[src/rtl/pkt_rx_fifo_pkg.sv]
package pkt_rx_fifo_pkg;
  localparam int DATA_W  = 8;
  localparam int TAG_W   = 2;
  localparam int WORD_W  = DATA_W + TAG_W;
  localparam int END_BIT = 1;  // tag bit that marks a packet end

  typedef enum logic [TAG_W-1:0] {
    TAG_MID     = 2'b00,
    TAG_FIRST   = 2'b01,
    TAG_END_OK  = 2'b10,
    TAG_END_BAD = 2'b11
  } pkt_tag_e;

  localparam int IRQ_W    = 2;
  localparam int IRQ_WEND = 0;
  localparam int IRQ_HEND = 1;
endpackage

[src/rtl/pkt_rx_fifo_store.sv]
module pkt_rx_fifo_store #(
  parameter int WORD_W = 10,
  parameter int DEPTH  = 16   // power of two
) (
  input  logic              clk,
  input  logic              rst_n,
  input  logic              wr_en,
  input  logic [WORD_W-1:0] wr_word,
  input  logic              rd_en,
  output logic [WORD_W-1:0] rd_word,
  output logic              empty,
  output logic              full
);
  localparam int AW = $clog2(DEPTH);
  localparam int PW = AW + 1;

  logic [PW-1:0]     wr_ptr_q, wr_ptr_d;
  logic [PW-1:0]     rd_ptr_q, rd_ptr_d;
  logic [WORD_W-1:0] slot_q [DEPTH];

  always_comb begin
    wr_ptr_d = wr_ptr_q;
    rd_ptr_d = rd_ptr_q;
    if (wr_en) wr_ptr_d = wr_ptr_q + 1'b1;
    if (rd_en) rd_ptr_d = rd_ptr_q + 1'b1;
  end

  always_ff @(posedge clk or negedge rst_n) begin
    if (!rst_n) begin
      wr_ptr_q <= '0;
      rd_ptr_q <= '0;
    end else begin
      wr_ptr_q <= wr_ptr_d;
      rd_ptr_q <= rd_ptr_d;
    end
  end

  always_ff @(posedge clk) begin
    if (wr_en) slot_q[wr_ptr_q[AW-1:0]] <= wr_word;
  end

  assign empty   = (wr_ptr_q == rd_ptr_q);
  assign full    = (wr_ptr_q[AW] != rd_ptr_q[AW]) &&
                   (wr_ptr_q[AW-1:0] == rd_ptr_q[AW-1:0]);
  assign rd_word = slot_q[rd_ptr_q[AW-1:0]];

  // the write side never pushes into a full queue
  p_no_write_when_full_r4: assert property (@(posedge clk) disable iff (!rst_n)
    full |-> !wr_en) else $error("write into full queue");
  // the read side never pops an empty queue
  p_no_pop_empty_r2: assert property (@(posedge clk) disable iff (!rst_n)
    empty |-> !rd_en) else $error("pop of empty queue");
  // occupancy never exceeds the depth
  p_occupancy_r3: assert property (@(posedge clk) disable iff (!rst_n)
    (PW'(wr_ptr_q - rd_ptr_q) <= PW'(DEPTH))) else $error("occupancy overrun");
endmodule

[src/rtl/pkt_rx_fifo_wrctl.sv]
module pkt_rx_fifo_wrctl (
  input  logic clk,
  input  logic rst_n,
  input  logic rx_en,
  input  logic open_flag,
  input  logic wr_valid,
  input  logic full,
  output logic wr_en,
  output logic hunt
);
  logic hunt_q, hunt_d;

  always_comb begin
    hunt_d = hunt_q;
    if (!rx_en)                          hunt_d = 1'b1;
    else if (open_flag)                  hunt_d = 1'b0;
    else if (wr_valid && full && !hunt_q) hunt_d = 1'b1;
  end

  always_ff @(posedge clk or negedge rst_n) begin
    if (!rst_n) hunt_q <= 1'b1;
    else        hunt_q <= hunt_d;
  end

  assign wr_en = rx_en && !hunt_q && wr_valid && !full;
  assign hunt  = hunt_q;

  // an arrival on a full queue leaves the receiver hunting
  p_overflow_hunt_r4: assert property (@(posedge clk) disable iff (!rst_n)
    (rx_en && wr_valid && full && !open_flag) |=> hunt_q) else $error("no hunt after overflow");
  // disabling always forces a wait for a new opening flag
  p_disable_hunt_r11: assert property (@(posedge clk) disable iff (!rst_n)
    !rx_en |=> hunt_q) else $error("no hunt after disable");
  // an opening flag with the receiver on ends hunting
  p_flag_resume_r5: assert property (@(posedge clk) disable iff (!rst_n)
    (rx_en && open_flag) |=> !hunt_q) else $error("flag did not resume");
endmodule

[src/rtl/pkt_rx_fifo_irq.sv]
module pkt_rx_fifo_irq #(
  parameter int IRQ_W = 2
) (
  input  logic             clk,
  input  logic             rst_n,
  input  logic             wend_evt,
  input  logic             head_end,
  input  logic             pop_done,
  input  logic             irq_ack,
  input  logic [IRQ_W-1:0] irq_mask,
  output logic [IRQ_W-1:0] irq_stat,
  output logic             irq
);
  import pkt_rx_fifo_pkg::*;

  logic             pop_q, head_end_q;
  logic             hend_evt;
  logic [IRQ_W-1:0] stat_q, stat_d, evt;

  // a packet end at the head is new if the head moved or just turned into an end
  assign hend_evt = head_end && (pop_q || !head_end_q);

  always_comb begin
    evt           = '0;
    evt[IRQ_WEND] = wend_evt;
    evt[IRQ_HEND] = hend_evt;
    stat_d        = (irq_ack ? '0 : stat_q) | evt;
  end

  always_ff @(posedge clk or negedge rst_n) begin
    if (!rst_n) begin
      stat_q     <= '0;
      pop_q      <= 1'b0;
      head_end_q <= 1'b0;
    end else begin
      stat_q     <= stat_d;
      pop_q      <= pop_done;
      head_end_q <= head_end;
    end
  end

  assign irq_stat = stat_q;
  assign irq      = |(stat_q & irq_mask);

  // a packet end written is always recorded
  p_wend_set_r7: assert property (@(posedge clk) disable iff (!rst_n)
    wend_evt |=> stat_q[IRQ_WEND]) else $error("end-written not recorded");
  // status bits hold until acknowledged
  p_sticky_r9: assert property (@(posedge clk) disable iff (!rst_n)
    (stat_q[IRQ_HEND] && !irq_ack) |=> stat_q[IRQ_HEND]) else $error("status lost");
  // acknowledge clears when no new event arrives
  p_ack_clear_r9: assert property (@(posedge clk) disable iff (!rst_n)
    (irq_ack && !wend_evt) |=> !stat_q[IRQ_WEND]) else $error("ack did not clear");
endmodule

[src/rtl/pkt_rx_fifo.sv]
module pkt_rx_fifo #(
  parameter int DEPTH = 16
) (
  input  logic       clk,
  input  logic       rst_n,
  input  logic       rx_en,
  input  logic       open_flag,
  input  logic       wr_valid,
  input  logic [7:0] wr_data,
  input  logic [1:0] wr_tag,
  input  logic       rd_pop,
  output logic [7:0] rd_data,
  output logic [1:0] rd_tag,
  output logic       empty,
  output logic       full,
  input  logic       irq_ack,
  input  logic [1:0] irq_mask,
  output logic [1:0] irq_stat,
  output logic       irq
);
  import pkt_rx_fifo_pkg::*;

  logic              wr_en, rd_en, hunt;
  logic [WORD_W-1:0] head_word;
  logic              head_end;

  assign rd_en = rd_pop && !empty;

  pkt_rx_fifo_wrctl i_wrctl (
    .clk      (clk),
    .rst_n    (rst_n),
    .rx_en    (rx_en),
    .open_flag(open_flag),
    .wr_valid (wr_valid),
    .full     (full),
    .wr_en    (wr_en),
    .hunt     (hunt)
  );

  pkt_rx_fifo_store #(.WORD_W(WORD_W), .DEPTH(DEPTH)) i_store (
    .clk    (clk),
    .rst_n  (rst_n),
    .wr_en  (wr_en),
    .wr_word({wr_data, wr_tag}),
    .rd_en  (rd_en),
    .rd_word(head_word),
    .empty  (empty),
    .full   (full)
  );

  assign rd_tag   = head_word[TAG_W-1:0];
  assign rd_data  = head_word[WORD_W-1:TAG_W];
  assign head_end = !empty && head_word[END_BIT];

  pkt_rx_fifo_irq #(.IRQ_W(IRQ_W)) i_irq (
    .clk     (clk),
    .rst_n   (rst_n),
    .wend_evt(wr_en && wr_tag[END_BIT]),
    .head_end(head_end),
    .pop_done(rd_en),
    .irq_ack (irq_ack),
    .irq_mask(irq_mask),
    .irq_stat(irq_stat),
    .irq     (irq)
  );

  // while full and not popped, the head view cannot change
  p_head_hold_r4: assert property (@(posedge clk) disable iff (!rst_n)
    (full && !rd_en) |=> ($stable(rd_data) && $stable(rd_tag))) else $error("head overwritten");
  // while hunting nothing enters the queue
  p_hunt_blocks_r12: assert property (@(posedge clk) disable iff (!rst_n)
    (hunt && empty && !rd_pop) |=> empty) else $error("write while hunting");
endmodule

[config.mk]
export PLATFORM = sky130hd
export DESIGN_NAME = pkt_rx_fifo
export DESIGN_NICKNAME = d
export VERILOG_FILES = /design/src/rtl/pkt_rx_fifo_pkg.sv /design/src/rtl/pkt_rx_fifo_store.sv /design/src/rtl/pkt_rx_fifo_wrctl.sv /design/src/rtl/pkt_rx_fifo_irq.sv /design/src/rtl/pkt_rx_fifo.sv
export SDC_FILE = /design/constraint.sdc
export NUM_CORES = 1
export LEC_CHECK = 0
export ABC_CLOCK_PERIOD_IN_PS = 4510
export BUFFER_PORTS_ARGS = -buffer_cell sky130_fd_sc_hd__buf_2
export CAP_MARGIN = 20
export CORE_AREA = 8 8 94 160
export CTS_CLUSTER_DIAMETER = 80
export DETAILED_ROUTE_END_ITERATION = 12
export DIE_AREA = 0 0 102 168
export GPL_ROUTABILITY_DRIVEN = 0
export GPL_TIMING_DRIVEN = 0
export PLACE_DENSITY = 0.71
export SYNTH_ARGS = -nofsm -noshare
export SYNTH_HDL_FRONTEND = slang
export SYNTH_SLANG_ARGS = --single-unit
[constraint.sdc]
create_clock -name clk -period 4.51 [get_ports clk]
set_clock_uncertainty 0.1 [all_clocks]
set_input_delay 0 -clock clk [delete_from_list [all_inputs] [get_ports clk]]
set_output_delay 0 -clock clk [all_outputs]
set_load 0.005 [all_outputs]
# After elaboration in Yosys (flattened, before gate mapping)

Memory sizes are Yosys's and may differ from the RTL's.
Index checks and enable logic that the tools add are counted.
W data, S select, Z words.

Bits of input ports: 19
Memory bits (read-only): 0
Latch bits: 0
Register bits: 15
Memories: 1
Output and inout port bits: 15
Memory bits (writable): 160
Logic and storage cells: 37

Memories:

| memory         | depth | bits a word | read ports | clocked after Yosys merged registers in | write ports | line                    | text |
|---|---|---|---|---|---|---|---|
| i_store.slot_q | 16    | 10          | 1          | 0                                       | 1           | pkt_rx_fifo_store.sv:19 | `logic [WORD_W-1:0] slot_q [DEPTH];` |

Mux-type cells: 6
Add/subtract/negate cells: 2
Reductions and logical operators: 16
Bitwise operators: 2
Equal/unequal tests: 4
Divide/modulo/power cells: 0
Multiply operators: 0
$lt $le $gt $ge: 0
Shift-type cells: 0

Operators with widths:

| operator              | count |
|---|---|
| $add A5 B1 Y5 const B | 2 |
| $logic_and A1 B1 Y1   | 10 |
| $eq A5 B5 Y1          | 1 |
| $mux W1               | 5 |
| $eq A4 B4 Y1          | 1 |
| $logic_not A1 Y1      | 4 |
| $ne A3 B1 Y1 const B  | 1 |
| $and A2 B2 Y2         | 1 |
| $mux W2               | 1 |
| $or A2 B2 Y2          | 1 |
| $reduce_or A2 Y1      | 1 |
| $logic_or A1 B1 Y1    | 1 |
| $ne A1 B1 Y1          | 1 |

# Logic depth before layout (Yosys ltp)

Depth in word-level cells: 7
Gate-level depth with buffers: 7
Depth with buffers taken out: 4

# Cells and area by module

From an unflattened synthesis, not the netlist that was laid out.

Cell total of the unflattened synthesis: 355
Area, all modules: 6971.7 um^2

By module, submodules not included:

| module            | sequential area each (um^2) | times used | cells an instance | area an instance (um^2) |
|---|---|---|---|---|
| pkt_rx_fifo_store | 5054.8                      | 1          | 339               | 6769.0 |
| pkt_rx_fifo_irq   | 100.1                       | 1          | 9                 | 135.1 |
| pkt_rx_fifo_wrctl | 26.3                        | 1          | 4                 | 48.8 |
| pkt_rx_fifo       | 0.0                         | 1          | 3                 | 18.8 |

# Worst setup path before layout

OpenSTA, ideal clock, no wires.

Kind: reg-to-reg
Start: register i_store.rd_ptr_q[0]
End: memory i_store.slot_q[3][0] (enable)
Period minus slack after synthesis: 2438 ps
Setup time: 390 ps
Setup slack: 2072 ps
Arrival time: 1949 ps
Cell stages (with the launch flop): 8
Required time: 4020 ps
Buffers on the path: 3
Cell sequence: dfrtp_1 -> buf_6 -> buf_8 -> xnor2_1 -> nand4_1 -> buf_2 -> o211ai_1 -> nor3_1

Longest elaborated chain between the ends: 6

Ends and longest elaborated chain:

| element                       | line                    | text |
|---|---|---|
| start, declared               | pkt_rx_fifo_store.sv:18 | `logic [PW-1:0] rd_ptr_q, rd_ptr_d;` |
| start signal, assigned        | pkt_rx_fifo_store.sv:34 | `rd_ptr_q <= rd_ptr_d;` |
| $eq A4 B4 Y1                  | pkt_rx_fifo_store.sv:44 | `(wr_ptr_q[AW-1:0] == rd_ptr_q[AW-1:0]);` |
| $logic_and A1 B1 Y1           | pkt_rx_fifo_store.sv:43 | `assign full = (wr_ptr_q[AW] != rd_ptr_q[AW]) &&` |
| $logic_not A1 Y1              | pkt_rx_fifo_wrctl.sv:25 | `assign wr_en = rx_en && !hunt_q && wr_valid && !full;` |
| $logic_and A1 B1 Y1           | pkt_rx_fifo_wrctl.sv:25 |  |
| $mux W1                       | pkt_rx_fifo_store.sv:39 | `if (wr_en) slot_q[wr_ptr_q[AW-1:0]] <= wr_word;` |
| $mux W1 (implied by the code) | pkt_rx_fifo_store.sv:39 |  |
| end, declared                 | pkt_rx_fifo_store.sv:19 |  |

No other way between the ends.

# Worst setup path after layout

Start: register i_store.rd_ptr_q[1]
End: output rd_data[3]

Longest elaborated chain between the ends: 1

Ends and longest elaborated chain:

| element         | line              | text |
|---|---|---|
| $mem_v2 Z16 W10 | n/a               |  |
| end, declared   | pkt_rx_fifo.sv:12 | `output logic [7:0] rd_data,` |

No other way between the ends.

==> flow_metrics.tcl <==
set metrics [dict create \
    synthCells 316 \
    die_y_um 168 \
    grt_pass1_vias 3609 \
    yosys-top-cells-count "edfxtp_1, mux4_2, and3_1" \
    rsz0062_at_grt "no" \
    worstMarginPinSlew_ps 942 \
    hold_viol_final 0 \
    layout_min_cycle_time_ps 2960 \
    cts_resized 0 \
    crit_buf_inv 3 \
    hold_ws_ps 52.9 \
    core_area_um2 12800 \
    dr_total_vias 3345 \
    area_growth_pct 17.0 \
    start_util 0.542 \
    syn_nets 340 \
    power_density_nw_per_um2 580 \
    io_buffers 33 \
    hold_buffers 19 \
    cts-root-buf "clkbuf_16" \
    cts.sinks 175 \
    dp.cells 522 \
    die-area_um2 17100 \
    path_cells "buf_2, buf_1, mux4_2, mux4_2, buf_2" \
    cts_made_buffers 17 \
    htreeDepth 4 \
    routedWlPerCell_um 24.7 \
    status "complete, no violations" \
    grt_antenna_before_repair 0 \
    tritoncts "built" \
    critical_path.max_fanout 10 \
    drtIter0Drc 242 \
    hold_path.class "in -> reg" \
    cap_viol_max_count 0 \
    critical_path_arrival_ps 2860 \
    layout.cells.non_filler 573 \
    ys_ff_latch 175 \
    routed_via_density 5.84 \
    critPathKind "reg -> out" \
    clock_latency_ps 420 \
    drive_above_1_share 0.316 \
    layout.nets 413 \
    crit_slowest_cell "buf_1" \
    ys_top_cells_by_area "edfxtp_1, mux4_2, dfrtp_1" \
    cpPeakStageDelay_ps 560 \
    antennaDiodeCount 0 \
    gr-total-overflow 0 \
    grtUsageTotal 0.177 \
    dieWidth_um 102 \
    yosysWarnings 0 \
    async_flop_share 0.0857 \
    setup_viol 0 \
    synth_most_common_cell "edfxtp_1" \
    grt_pass1_wl_um 21100 \
    fmax_ghz 0.337 \
    fin_setup_tns_ps 0 \
    drt-total-wl_um 14100 \
    io_pins 34 \
    clk_pin_slew_ps 60 \
    dr.pass1.iters 5 \
    synth_top_area_share 0.692 \
    grt_max_degree 18 \
    vdd_drop_max_uv 351 \
    num_rows 55 \
    post_cts_buffers 0 \
    drc 0 \
    ys_types 30 \
    cts_buffer_depth 2 \
    relSlewSlack 0.372 \
    cp-end-kind "primary output" \
    synth-edff-count 160 \
    antenna_left 0 \
    report.final.slew_viol_count 0 \
    crit_path_start_kind "register" \
    fin_total_pwr_mw 4.71 \
    synth.avg_cell_area_um2 22.0 \
    critical-path-top-delay-family "buffers and inverters" \
    synthFlopType "edfxtp_1" \
    syn_area_um2 6940 \
    place_hpwl_um 8870 \
    power_leakage_nw 2.81 \
    required_ps 4410 \
    fin_crit_sh 0.657 \
    synth_seq_area_share 0.747 \
    yosys.area.top_type "edfxtp_1" \
]
[cell type report]
type,instances,area (um2)
Sequential cell,175,5180
Fill cell,895,4680
Multi-Input combinational cell,114,1630
Clock buffer,17,425
Timing Repair Buffer,54,378
Tap cell,171,214
Clock inverter,15,158
Buffer,17,101
Inverter,10,37.5
[logic make-up after synthesis]
| kind of cell | after synthesis | synth area share |
|---|---|---|
| xor gates and xnor gates | 14 | 0.0177 |
| AOI/OAI and AO/OA | 13 | 0.0148 |
| buffers and inverters | 27 | 0.0200 |
| muxes | 54 | 0.168 |
| and+or+nand+nor | 28 | 0.0236 |
| DFF | 175 | 0.747 |
| adders and majority gates | 5 | 0.00901 |
[worst register-to-register path: stages, from the launching register on]
cell and delay (ps):
dfrtp_1 390, buf_6 150, buf_8 170, xnor2_1 140
nand4_1 130, o21a_1 260, clkbuf_1 370, and3_1 740
[per-stage QoR]
| stage | setup WS [ps] | util | area, um2 |
|---|---|---|---|
| final | 1550 | 0.634 | 8120 |
| after global routing | 1430 | 0.634 | 8120 |
| after CTS | 1510 | 0.634 | 8120 |
| after detailed placement | 1700 | 0.574 | 7350 |
| after global placement | 998 | 0.572 | 7320 |
| after floorplan | 2070 | - | 6940 |
[worst paths after layout]
path                                          start                   end  slack, ps  cells past startpoint
worst min register to register  i_store.wr_ptr_q[4]   i_store.wr_ptr_q[4]        450                      1
worst min-delay path                       wr_valid   i_store.wr_ptr_q[4]         50                      4
worst max register to register  i_store.rd_ptr_q[0]  i_store.slot_q[4][4]       1690                      7
min in group asynchronous                     rst_n          i_wrctl.hunt        480                      3
max in group asynchronous                     rst_n   i_store.rd_ptr_q[1]       2750                      4
worst max-delay path            i_store.rd_ptr_q[1]            rd_data[3]       1550                      5
[flip-flops by register name, indices dropped and copies added, names as in the netlist]
signal            count
i_irq.head_end_q      1
i_store.rd_ptr_q      5
i_store.wr_ptr_q      5
i_irq.pop_q           1
i_irq.irq_stat        2
i_store.slot_q      160
i_wrctl.hunt          1
[layout by cell type (no fill, tap or decap), drive strengths merged, types with 2 or more instances in the layout]
cell         instances
a22o                 2
and3                17
buf                 47
bufinv               2
clkbuf              22
clkinv               5
clkinvlp             2
dfrtp               14
dlygate4sd3         19
edfxtp             160
ha                   5
inv                 16
mux2                 3
mux2i                2
mux4                49
nor2                 4
nor2b                4
o211ai               5
xnor2               13
[per-layer routing]
metal / up-vias / track usage / wire length [um]
met3: 25 / 0.0380 / 652
met5: - / 0 / 0
li1: 1450 / - / -
met1: 1745 / 0.200 / 5320
met2: 125 / 0.309 / 7890
met4: 0 / 0.0752 / 277
[power by group]
group          internal [mW]  leakage [nW]  switching, mW  total (mW)
clock                  0.823         0.284          0.610        1.43
sequential              1.85          1.62         0.0497        1.90
combinational          0.702         0.905          0.671        1.37
(Power assumes the default switching activity.)
